[config.mk]
export PLATFORM = sky130hd
export DESIGN_NAME = excl_monitor
export DESIGN_NICKNAME = d
export VERILOG_FILES = /design/src/rtl/excl_pkg.sv /design/src/rtl/excl_rst_sync.sv /design/src/rtl/excl_slot.sv /design/src/rtl/excl_rsp_reg.sv /design/src/rtl/excl_monitor.sv
export SDC_FILE = /design/constraint.sdc
export NUM_CORES = 1
export LEC_CHECK = 0
export BUFFER_PORTS_ARGS = -buffer_cell sky130_fd_sc_hd__buf_2
export CAP_MARGIN = 20
export CORE_MARGIN = 2
export CORE_UTILIZATION = 50
export CTS_CLUSTER_DIAMETER = 200
export CTS_CLUSTER_SIZE = 16
export DETAILED_ROUTE_END_ITERATION = 8
export GPL_ROUTABILITY_DRIVEN = 0
export PLACE_DENSITY = 0.76
export SLEW_MARGIN = 40
export SYNTH_ARGS = -nofsm -noshare
export SYNTH_HDL_FRONTEND = slang
export SYNTH_SLANG_ARGS = --single-unit
[constraint.sdc]
create_clock -name clk -period 5.4 [get_ports clk]
set_clock_uncertainty 0.05 [all_clocks]
set_input_delay 1.08 -clock clk [delete_from_list [all_inputs] [get_ports clk]]
set_output_delay 1.08 -clock clk [all_outputs]
set_load 0.05 [all_outputs]
[src/rtl/excl_pkg.sv]
package excl_pkg;

  typedef enum logic [1:0] {
    RSP_OKAY   = 2'b00,
    RSP_EXOKAY = 2'b01
  } rsp_code_e;

endpackage

[src/rtl/excl_rst_sync.sv]
module excl_rst_sync #(
  parameter int STAGES = 2
) (
  input  logic clk,
  input  logic rst_n_i,
  output logic rst_n_o
);

  logic [STAGES-1:0] sync_q;

  always_ff @(posedge clk or negedge rst_n_i) begin
    if (!rst_n_i) begin
      sync_q <= '0;
    end else begin
      sync_q <= {sync_q[STAGES-2:0], 1'b1};
    end
  end

  assign rst_n_o = sync_q[STAGES-1];

endmodule

[src/rtl/excl_slot.sv]
module excl_slot #(
  parameter int ADDR_W = 32,
  parameter int GRAN_LSB = 2
) (
  input  logic              clk,
  input  logic              rst_n,
  input  logic              set_en,
  input  logic              clr_en,
  input  logic [ADDR_W-1:0] addr_in,
  input  logic [ADDR_W-1:0] cmp_addr,
  output logic              hit
);

  localparam logic [ADDR_W-1:0] GRAN_MASK = {ADDR_W{1'b1}} << GRAN_LSB;

  logic              valid_q, valid_d;
  logic [ADDR_W-1:0] addr_q, addr_d;
  logic              addr_en;

  always_comb begin
    valid_d = valid_q;
    addr_en = 1'b0;
    addr_d  = addr_q;
    if (set_en) begin
      valid_d = 1'b1;
      addr_en = 1'b1;
      addr_d  = addr_in & GRAN_MASK;
    end else if (clr_en) begin
      valid_d = 1'b0;
    end
  end

  always_ff @(posedge clk or negedge rst_n) begin
    if (!rst_n) begin
      valid_q <= 1'b0;
    end else begin
      valid_q <= valid_d;
    end
  end

  always_ff @(posedge clk or negedge rst_n) begin
    if (!rst_n) begin
      addr_q <= '0;
    end else if (addr_en) begin
      addr_q <= addr_d;
    end
  end

  assign hit = valid_q && (addr_q == (cmp_addr & GRAN_MASK));

endmodule

[src/rtl/excl_rsp_reg.sv]
module excl_rsp_reg
  import excl_pkg::*;
(
  input  logic      clk,
  input  logic      rst_n,
  input  logic      load,
  input  rsp_code_e code_d,
  input  logic      commit_d,
  output logic      rsp_valid,
  output logic [1:0] rsp_code,
  output logic      commit_en
);

  logic      vld_q;
  rsp_code_e code_q;
  logic      commit_q;

  always_ff @(posedge clk or negedge rst_n) begin
    if (!rst_n) begin
      vld_q <= 1'b0;
    end else begin
      vld_q <= load;
    end
  end

  always_ff @(posedge clk or negedge rst_n) begin
    if (!rst_n) begin
      code_q   <= RSP_OKAY;
      commit_q <= 1'b0;
    end else if (load) begin
      code_q   <= code_d;
      commit_q <= commit_d;
    end else begin
      code_q   <= RSP_OKAY;
      commit_q <= 1'b0;
    end
  end

  assign rsp_valid = vld_q;
  assign rsp_code  = code_q;
  assign commit_en = commit_q;

endmodule

[src/rtl/excl_monitor.sv]
module excl_monitor
  import excl_pkg::*;
#(
  parameter int NUM_MASTERS   = 4,
  parameter int ADDR_W        = 32,
  parameter int GRANULE_BYTES = 4,
  localparam int ID_W = (NUM_MASTERS > 1) ? $clog2(NUM_MASTERS) : 1
) (
  input  logic              clk,
  input  logic              rst_n,
  input  logic              ev_valid,
  input  logic [ID_W-1:0]   ev_master,
  input  logic [ADDR_W-1:0] ev_addr,
  input  logic              ev_write,
  input  logic              ev_excl,
  output logic              rsp_valid,
  output logic [1:0]        rsp_code,
  output logic              commit_en
);

  localparam int GRAN_LSB = (GRANULE_BYTES > 1) ? $clog2(GRANULE_BYTES) : 0;

  logic                   rst_sync_n;
  logic [NUM_MASTERS-1:0] own_vec;
  logic [NUM_MASTERS-1:0] hit_vec;
  logic [NUM_MASTERS-1:0] set_vec;
  logic [NUM_MASTERS-1:0] clr_vec;
  logic                   wr_ev, xrd_ev, xwr_ev;
  logic                   pass;
  rsp_code_e              code_d;
  logic                   commit_d;

  excl_rst_sync #(.STAGES(2)) u_rst_sync (
    .clk     (clk),
    .rst_n_i (rst_n),
    .rst_n_o (rst_sync_n)
  );

  assign wr_ev  = ev_valid && ev_write;
  assign xrd_ev = ev_valid && !ev_write && ev_excl;
  assign xwr_ev = wr_ev && ev_excl;

  // exclusive write passes only on the issuing master's own live reservation
  assign pass = xwr_ev && |(own_vec & hit_vec);

  generate
    for (genvar i = 0; i < NUM_MASTERS; i++) begin : g_slot
      assign own_vec[i] = (ev_master == ID_W'(i));

      // own reservation: opened by exclusive read, closed by own exclusive write
      // other reservations: broken by plain writes or passing exclusive writes
      assign set_vec[i] = xrd_ev && own_vec[i];
      assign clr_vec[i] = (xwr_ev && own_vec[i]) ||
                          (wr_ev && !own_vec[i] && hit_vec[i] && (!ev_excl || pass));

      excl_slot #(
        .ADDR_W   (ADDR_W),
        .GRAN_LSB (GRAN_LSB)
      ) u_slot (
        .clk      (clk),
        .rst_n    (rst_sync_n),
        .set_en   (set_vec[i]),
        .clr_en   (clr_vec[i]),
        .addr_in  (ev_addr),
        .cmp_addr (ev_addr),
        .hit      (hit_vec[i])
      );
    end
  endgenerate

  always_comb begin
    code_d   = pass ? RSP_EXOKAY : RSP_OKAY;
    commit_d = !ev_excl || pass;
  end

  excl_rsp_reg u_rsp (
    .clk       (clk),
    .rst_n     (rst_sync_n),
    .load      (wr_ev),
    .code_d    (code_d),
    .commit_d  (commit_d),
    .rsp_valid (rsp_valid),
    .rsp_code  (rsp_code),
    .commit_en (commit_en)
  );

endmodule

Word-level counts from Yosys, hierarchy flattened
Index checks and enable logic that the tools add are counted.
{"block": "totals", "ff_bits": 130, "out_inout_bits": 4, "wordCells": 85, "inputBits": 39}
{"block": "op_classes", "eq_ne": 7, "reduce_logical": 50, "muxes": 15, "bitwise": 1}
{"operator": "equality test 30 bit", "count": 4}
{"operator": "logical AND 1 bit", "count": 29}
{"operator": "2-to-1 mux 1 bit", "count": 15}
{"operator": "AND reduction 2 bit", "count": 4}
{"operator": "nonzero test 2 bit", "count": 4}
{"operator": "logical NOT 1 bit", "count": 6}
{"operator": "logical OR 1 bit", "count": 5}
{"operator": "AND 4 bit", "count": 1}
{"operator": "equality test 2 bit, second input constant", "count": 2}
{"operator": "OR reduction 4 bit", "count": 1}
{"operator": "equality test 2 x 1 -> 1 bit, second input constant", "count": 1}
{"operator": "logical NOT 2 bit", "count": 1}

Depth between registers and ports, before layout
Gate-level depths: netlist of the first run.
{"block": "logic_depth", "ltp_word": 10, "mapped_depth": 7, "mapped_depth_nobuf": 6}

By module
Synthesis of the first run repeated with hierarchy kept, for this count alone.
{"block": "unflattened", "hier_cells": 464, "hier_area_um2": 6271.0}
{"mod": "excl_slot", "n_inst": 4, "cells_per_inst": 106, "area_each_um2": 1468.9, "seq_area_each_um2": 775.7}
{"mod": "excl_monitor", "n_inst": 1, "cells_per_inst": 30, "area_each_um2": 222.7, "seq_area_each_um2": 0.0}
{"mod": "excl_rsp_reg", "n_inst": 1, "cells_per_inst": 7, "area_each_um2": 118.9, "seq_area_each_um2": 100.1}
{"mod": "excl_rst_sync", "n_inst": 1, "cells_per_inst": 3, "area_each_um2": 53.8, "seq_area_each_um2": 50.0}

Least setup slack after synthesis of the first run
OpenSTA, ideal clock, no wires.
{"block": "synth_path", "kind": "input to register", "start": "in ev_addr[25]", "end": "reg g_slot[3].u_slot.valid_q", "arrival_ns": 2.230, "required_ns": 5.214, "setup_ns": 0.136, "path_slack_ns": 2.983, "n_path_buf": 1, "cell_stages": 7, "path_cell_list": "buf_4 > xnor2_2 > nand4_1 > nor4_1 > nand3_1 > o2111ai_2 > o211ai_1"}
{"block": "synth_between", "elab_chain_cells": 9, "word_cells_on_any_way": 16, "cone_classes": "eq/ne: 4; bitwise: 1; reduce/logical: 11"}
{"element": "start: declaration", "line": "excl_monitor.sv:13", "rtl": "input logic [ADDR_W-1:0] ev_addr,"}
{"element": "equality test 30 bit", "line": "excl_slot.sv:49", "rtl": "assign hit = valid_q && (addr_q == (cmp_addr & GRAN_MASK));"}
{"element": "logical AND 1 bit", "line": "excl_slot.sv:49"}
{"element": "AND 4 bit", "line": "excl_monitor.sv:44", "rtl": "assign pass = xwr_ev && |(own_vec & hit_vec);"}
{"element": "OR reduction 4 bit", "line": "excl_monitor.sv:44"}
{"element": "logical AND 1 bit", "line": "excl_monitor.sv:44"}
{"element": "logical OR 1 bit", "line": "excl_monitor.sv:54", "rtl": "(wr_ev && !own_vec[i] && hit_vec[i] && (!ev_excl || pass));"}
{"element": "logical AND 1 bit (*)", "line": "excl_monitor.sv:54"}
{"element": "logical OR 1 bit (*)", "line": "excl_monitor.sv:53", "rtl": "assign clr_vec[i] = (xwr_ev && own_vec[i]) ||"}
{"element": "nonzero test 2 bit (no line) (*)"}
{"element": "end signal: assignment", "line": "excl_slot.sv:37", "rtl": "valid_q <= valid_d;"}
{"element": "end: declaration", "line": "excl_slot.sv:16", "rtl": "logic valid_q, valid_d;"}
Every way passes the cells marked *; elsewhere a longest branch is shown, timed or not.
A chain may end at the register's enable or synchronous reset.

Worst setup path in the final report of the first run
{"block": "layout_path", "start": "in ev_addr[11]", "end": "reg g_slot[3].u_slot.valid_q"}
Same word-level chain as after synthesis.

==> results of run 1 <==
## stage by stage
stage	total power [mW]	utilization	hold WS (ns)	worst slack (ns)	cell area, um2
2_1_floorplan	1.91	-	0.281	1.49	6970
3_3_place_gp	2.06	0.513	0.292	2.23	7070
3_5_place_dp	2.11	0.515	0.260	2.22	7090
4_1_cts	3.18	0.555	0.260	2.62	7650
5_1_grt	3.31	0.556	0.281	2.49	7650
6_report	3.17	0.556	0.232	2.45	7650
## registers in the layout (all words and copies together) (netlist names)
signal / flops
u_rsp.commit_en: 1
g_slot.u_slot.addr_q: 120
u_rsp.rsp_valid: 1
u_rsp.rsp_code: 1
g_slot.u_slot.valid_q: 4
u_rst_sync.sync_q: 2
## cells by family after synthesis
family,Yosys count,synth area share
flops,129,0.463
xor+xnor,120,0.158
mux,119,0.207
simple gates,110,0.0906
buf+inv,50,0.0551
compound gates,24,0.0246
other cells,2,0.00108
## power by group through the flow
| stage | clock network (mW) | logic [mW] | registers (mW) |
|---|---|---|---|
| 6_report | 1.06 | 0.763 | 1.34 |
| 5_1_grt | 1.13 | 0.813 | 1.37 |
| 4_1_cts | 1.08 | 0.757 | 1.34 |
| 3_5_place_dp | 0 | 0.749 | 1.36 |
| 3_3_place_gp | 0 | 0.713 | 1.35 |
| 2_1_floorplan | 0 | 0.582 | 1.33 |
## cell type report
cell class,instances,area [um2],area share
multi-input combinational,375,3380,0.441
sequential,129,3230,0.422
clock buffer,27,533,0.0697
timing repair buffer,44,245,0.0320
tap,180,225,0.0294
clock inverter,4,22.5,0.00294
inverter,5,18.8,0.00245
## routing by layer
metal / GRT usage / vias up
li1: - / 1998
met1: 0.308 / 2257
met2: 0.375 / 186
met4: 0.0991 / 0
met3: 0.0651 / 47
met5: 0 / -
## final timing paths
kind | startpoint | endpoint | slack (ns) | depth (start not counted)
max in group asynchronous | u_rst_sync.sync_q[1] | g_slot[1].u_slot.addr_q[7] | 3.78 | 2
max reg2reg | g_slot[1].u_slot.addr_q[11] | g_slot[3].u_slot.valid_q | 2.95 | 6
min | u_rst_sync.sync_q[1] | g_slot[2].u_slot.addr_q[23] | 0.23 | 0
min in group clk | u_rst_sync.sync_q[0] | u_rst_sync.sync_q[1] | 0.30 | 0
max | ev_addr[11] | g_slot[3].u_slot.valid_q | 2.45 | 7
min reg2reg | u_rst_sync.sync_q[1] | g_slot[2].u_slot.addr_q[23] | 0.23 | 0
## Yosys cell counts, drive strengths merged
library cell  instances  area [um2]
nand2b                4        25.0
or2                   2        12.5
nand3b                3        22.5
o21a                  1        7.51
a211oi                2        15.0
conb                  2        7.51
inv                   5        18.8
nor2                  4        15.0
o211ai                1        7.51
a31oi                 1        6.26
nand3                12        60.1
o211a                 1        10.0
xnor2               120        1100
nor4                 15        93.8
o2111ai               2        23.8
o31ai                 2        15.0
buf                  45         365
nand4                56         350
a21oi                 6        30.0
a21boi                1        7.51
nand2                14        52.6
o21ai                 3        15.0
dfrtp               129        3230
a2111oi               1        15.0
mux2                119        1450
o22ai                 3        18.8
==> impl_metrics.tcl, run 1 <==
set metrics [dict create \
    clk_pin_slew_worst_paths_ns 0.06 \
    sw_frac_of_total 0.293 \
    grt_pass1_vias 4607 \
    finalCriticalPeriod_ns 2.95 \
    cts.sinks 129 \
    root_buffer "clkbuf_16" \
    hold_violations 0 \
    synthCells 554 \
    start_util 0.506 \
    vias_per_cell 5.87 \
    timing.final.crit_share 0.546 \
    cts_tree "yes" \
    postRouteAntennaNets 0 \
    power_density_nw_per_um2 414 \
    synth_seq_cells 129 \
    hpwlAfterDp_um 11800 \
    track_usage 0.237 \
    slew_headroom 0.388 \
    grt_first_pass_wirelength_um 25800 \
    rsz0062_at_grt "false" \
    switchingPower_mw 0.928 \
    wl_met1_um 6860 \
    grt_overflow 0 \
    antenna_found_initial 0 \
    nNetsFinal 611 \
    synth_fp_nets 593 \
    vias 4488 \
    avgSynthCellArea_um2 12.6 \
    routed.top_layer "met4" \
    die-area_um2 14900 \
    wirelength_um 16400 \
    fp.dieH_um 122 \
    clock_latency_ns 0.42 \
    placed_cells 733 \
    critPathBufInv 1 \
    cpMaxStageDelayCell "nor4_1" \
    clock_path_buffers 2 \
    synth_area_um2 6970 \
    io_buffer_count 39 \
    final_cell_mix "dfrtp_1 (128), xnor2_1 (113), mux2_2 (91)" \
    worstSetupStartpointType "primary input" \
    core_um2 13800 \
    worst_pin_slew_ns 0.909 \
    drtPass1Iterations 5 \
    combPwrFrac 0.241 \
    ys_warn_count 0 \
    ir_drop_v 0.000404 \
    layout.cells.non_filler 764 \
    syn_to_final_growth_pct 9.76 \
    crit_path_max_fanout 8 \
    p_leak_nw 3.13 \
    wl_met3_um 1220 \
    rows 43 \
    setup_viol 0 \
    final_common_cell "dfrtp_1" \
    p_seq_frac 0.424 \
    crit_type "primary input to flip-flop" \
    hold_class "flip-flop to async pin" \
    drt-initial-drc-count 435 \
    clock_power_share 0.335 \
    p_int_mw 2.24 \
    ys_types 32 \
    cp.arrival_ns 3.18 \
    critPathTopFamily "simple AND/OR/NAND/NOR gates" \
    ctsResizeCount 0 \
    end_kind "flip-flop" \
    final_layout_size_suffix_gt1_frac 0.353 \
    dieWidth_um 122 \
    yosysSeqAreaShare 0.463 \
    insertedDiodeCount 0 \
    tns_ns 0 \
    fillers 1175 \
    grt_start_max_net_pins 51 \
    fmax_ghz 0.339 \
    cp_slowest_stage_delay_ns 0.81 \
    cts_setup_buffers 0 \
    worstPathCellList "buf_2 -> xnor2_1 -> nand4_1 -> nor4_1 -> nand3b_1 -> o2111ai_2 -> o211ai_1" \
    drc 0 \
    wl_per_cell_um 21.4 \
    route.met2.wl_um 7830 \
    cap_viol_max_count 0 \
    h-tree-depth 4 \
    ctsHoldBuffers 0 \
    cts_buffers 17 \
    drv_slew 0 \
    worstPathRequired_ns 5.63 \
    outcome "completed" \
    pin_count 43 \
]
Note: power is estimated with default switching activity, not from simulation.
==> run 2, diff against run 1 <==
--- a/config.mk
+++ b/config.mk
@@ -5,6 +5,7 @@
 export SDC_FILE = /design/constraint.sdc
 export NUM_CORES = 1
 export LEC_CHECK = 0
+export ABC_AREA = 1
 export BUFFER_PORTS_ARGS = -buffer_cell sky130_fd_sc_hd__buf_2
 export CAP_MARGIN = 20
 export CORE_MARGIN = 2
==> constraint.sdc (replaced) <==
create_clock -name clk -period 2.9 [get_ports clk]
set_clock_uncertainty 0.05 [all_clocks]
set_input_delay 0.58 -clock clk [delete_from_list [all_inputs] [get_ports clk]]
set_output_delay 0.58 -clock clk [all_outputs]
set_load 0.05 [all_outputs]
==> impl_metrics.tcl, run 2 <==
set metrics [dict create \
    worst_pin_slew_ns 0.598 \
    cp_slowest_stage_delay_ns 0.39 \
    root_buffer "clkbuf_16" \
    slew_headroom 0.601 \
    ys_warn_count 0 \
    fillers 1221 \
    grt_util_met3 0.0632 \
    crit_type "flip-flop to flip-flop" \
    yosys.area.top_type "dfrtp_1" \
    tns_ns 0 \
    worstPathCellList "xnor2_1 -> nand2_1 -> nor2_1 -> nand2_1 -> nor2_1 -> nand3_1 -> nand2_1 -> o21ai_2 -> nand2_2 -> nand2_1 -> nand2_1 -> nand2_1" \
    detailed_place.area_um2 7090 \
    synth_fp_nets 976 \
    top_usage_layer "met2" \
    final_layout_size_suffix_gt1_frac 0.118 \
    post-synth-top-count-cell "nand2_1" \
    yosysSeqAreaShare 0.480 \
    p_leak_nw 3.96 \
    synth_area_um2 6730 \
    design_area_um2 7670 \
    start_util 0.510 \
    timing.final.crit_share 0.671 \
    grt_first_pass_wirelength_um 28100 \
    synth_seq_cells 129 \
    pin_count 43 \
    insertedDiodeCount 0 \
    fmax_ghz 0.514 \
    regMostFlops "g_slot.u_slot.addr_q" \
    final_cell_mix "nand2_1 (374), dfrtp_1 (128), o21ai_0 (120)" \
    ys_types 23 \
    final_common_cell "nand2_1" \
    syn_to_final_growth_pct 14.0 \
    drt-initial-drc-count 530 \
    io_buffer_count 39 \
    regToRegStartpoint "g_slot[2].u_slot.addr_q[16]" \
    cpMaxStageDelayCell "dfrtp_1" \
    fp.dieH_um 120 \
    setup_viol 0 \
    rrSetupSlack_ns 0.96 \
    hold_violations 0 \
    track_usage 0.257 \
    grtUsageMet1 0.359 \
    critPathTopFamily "simple AND/OR/NAND/NOR gates" \
    r2r_end "g_slot[3].u_slot.valid_q" \
    rows 42 \
    p_seq_frac 0.435 \
    drc 0 \
    grtUsageMet2 0.386 \
    combPwrFrac 0.191 \
    cts_buffers 17 \
    avgSynthCellArea_um2 7.18 \
    synth-edff-count 0 \
    finalCriticalPeriod_ns 1.94 \
    switchingPower_mw 1.67 \
    worstPathRequired_ns 3.15 \
    grt_pass1_vias 5451 \
    p_int_mw 3.93 \
    drtPass1Iterations 8 \
    ys_async_sr_fraction 1.00 \
    multi_input_area_um2 2840 \
    clk_pin_slew_worst_paths_ns 0.06 \
    end_kind "flip-flop" \
    wl_per_cell_um 14.7 \
    grt_start_max_net_pins 84 \
    wirelength_um 17000 \
    worstSetupStartpointType "flip-flop" \
    crit_top_cell "nand2_1" \
    synthTopCellsByCount "nand2_1 (378), dfrtp_1 (129), o21ai_0 (120)" \
    synthCells 937 \
    grt_overflow 0 \
    drv_slew 0 \
    postRouteAntennaNets 0 \
    die-area_um2 14400 \
    regArea_um2 3230 \
    rsz0062_at_grt "false" \
    reg2reg_depth 12 \
    critPathBufInv 0 \
    hold_class "flip-flop to async pin" \
    cts.sinks 129 \
    antenna_found_initial 0 \
    clock_power_share 0.374 \
    dieWidth_um 120 \
    clock_latency_ns 0.42 \
    synth_top_area_share 0.480 \
    cts_setup_buffers 0 \
    h-tree-depth 4 \
    vias_per_cell 5.06 \
    cts_tree "yes" \
    synthFlopType "dfrtp_1" \
    power_density_nw_per_um2 729 \
    hpwlAfterDp_um 12200 \
    crit_path_max_fanout 4 \
    ir_drop_v 0.000464 \
    whs_ns 0.158 \
    nNetsFinal 1011 \
    largest_registers "g_slot.u_slot.addr_q x120, g_slot.u_slot.valid_q x4, u_rst_sync.sync_q x2" \
    cap_viol_max_count 0 \
    cp.arrival_ns 2.19 \
    clock_path_buffers 2 \
    sw_frac_of_total 0.298 \
    outcome "completed" \
    synth.area.top_cells "dfrtp_1 (48%), nand2_1 (21%), o21ai_0 (8.9%), inv_1 (5.9%), xnor2_1 (4.2%)" \
    largest_reg_flops 120 \
    core_um2 13200 \
    vias 5868 \
]
## run 2: area by class of cell
class	instances	area share
well taps	176	0.0287
flip-flops and latches	129	0.421
multi-input cells	635	0.371
repair buffers	47	0.0352
clock inverters	6	0.0104
inverters	142	0.0695
clock buffers	24	0.0641
## run 2: how the worst max path moves through the flow
stage	startpoint	cells past startpoint	end	slack (ns)
floorplan	u_rst_sync.sync_q[1]	0	g_slot[0].u_slot.addr_q[10]	0.70
global placement	ev_addr[18]	13	g_slot[2].u_slot.valid_q	0.62
detailed placement	ev_addr[18]	13	g_slot[2].u_slot.valid_q	0.60
CTS	g_slot[3].u_slot.addr_q[18]	12	g_slot[2].u_slot.valid_q	0.98
global route	g_slot[3].u_slot.addr_q[18]	12	g_slot[3].u_slot.valid_q	0.77
finish	g_slot[2].u_slot.addr_q[16]	12	g_slot[3].u_slot.valid_q	0.96
## run 2: cell families (layout without fill, tap and decap cells)
group | count (synthesis) | count (layout) | synth area share
xor gates and xnor gates | 36 | 36 | 0.0469
AOI/OAI and AO/OA | 132 | 132 | 0.0999
other | 2 | 2 | 0.00112
buffers and inverters | 173 | 219 | 0.0990
DFF | 129 | 129 | 0.480
and+or+nand+nor | 465 | 465 | 0.273
## run 2: timing repair
| item | in CTS | in global routing |
|---|---|---|
| hold buffers | 1 | 0 |
| endpoints found under the hold margin | 2 | 0 |
| gates resized for setup | 0 | 0 |
## run 2: power by group through the flow
stage / Clock [mW] / Combinational, mW / Sequential, mW
floorplan: 0 / 0.768 / 2.42
global placement: 0 / 1.04 / 2.44
detailed placement: 0 / 1.07 / 2.45
CTS: 2.11 / 1.07 / 2.43
global route: 2.21 / 1.26 / 2.48
finish: 2.09 / 1.07 / 2.43
## run 2: per-stage QoR
stage	utilization	worst slack (ns)	power [mW]	instances
final	0.581	0.955	5.59	1159
after detailed placement	0.537	0.604	3.51	1128
after global routing	0.581	0.765	5.95	1159
after global placement	0.537	0.619	3.47	1128
after CTS	0.581	0.981	5.62	1159
after floorplan	-	0.702	3.18	937
## run 2: routing by layer
metal | vias to the layer above | share of wire
met3 | 36 | 0.072
met1 | 2699 | 0.45
met2 | 205 | 0.45
met5 | - | 0
li1 | 2928 | -
met4 | 0 | 0.026
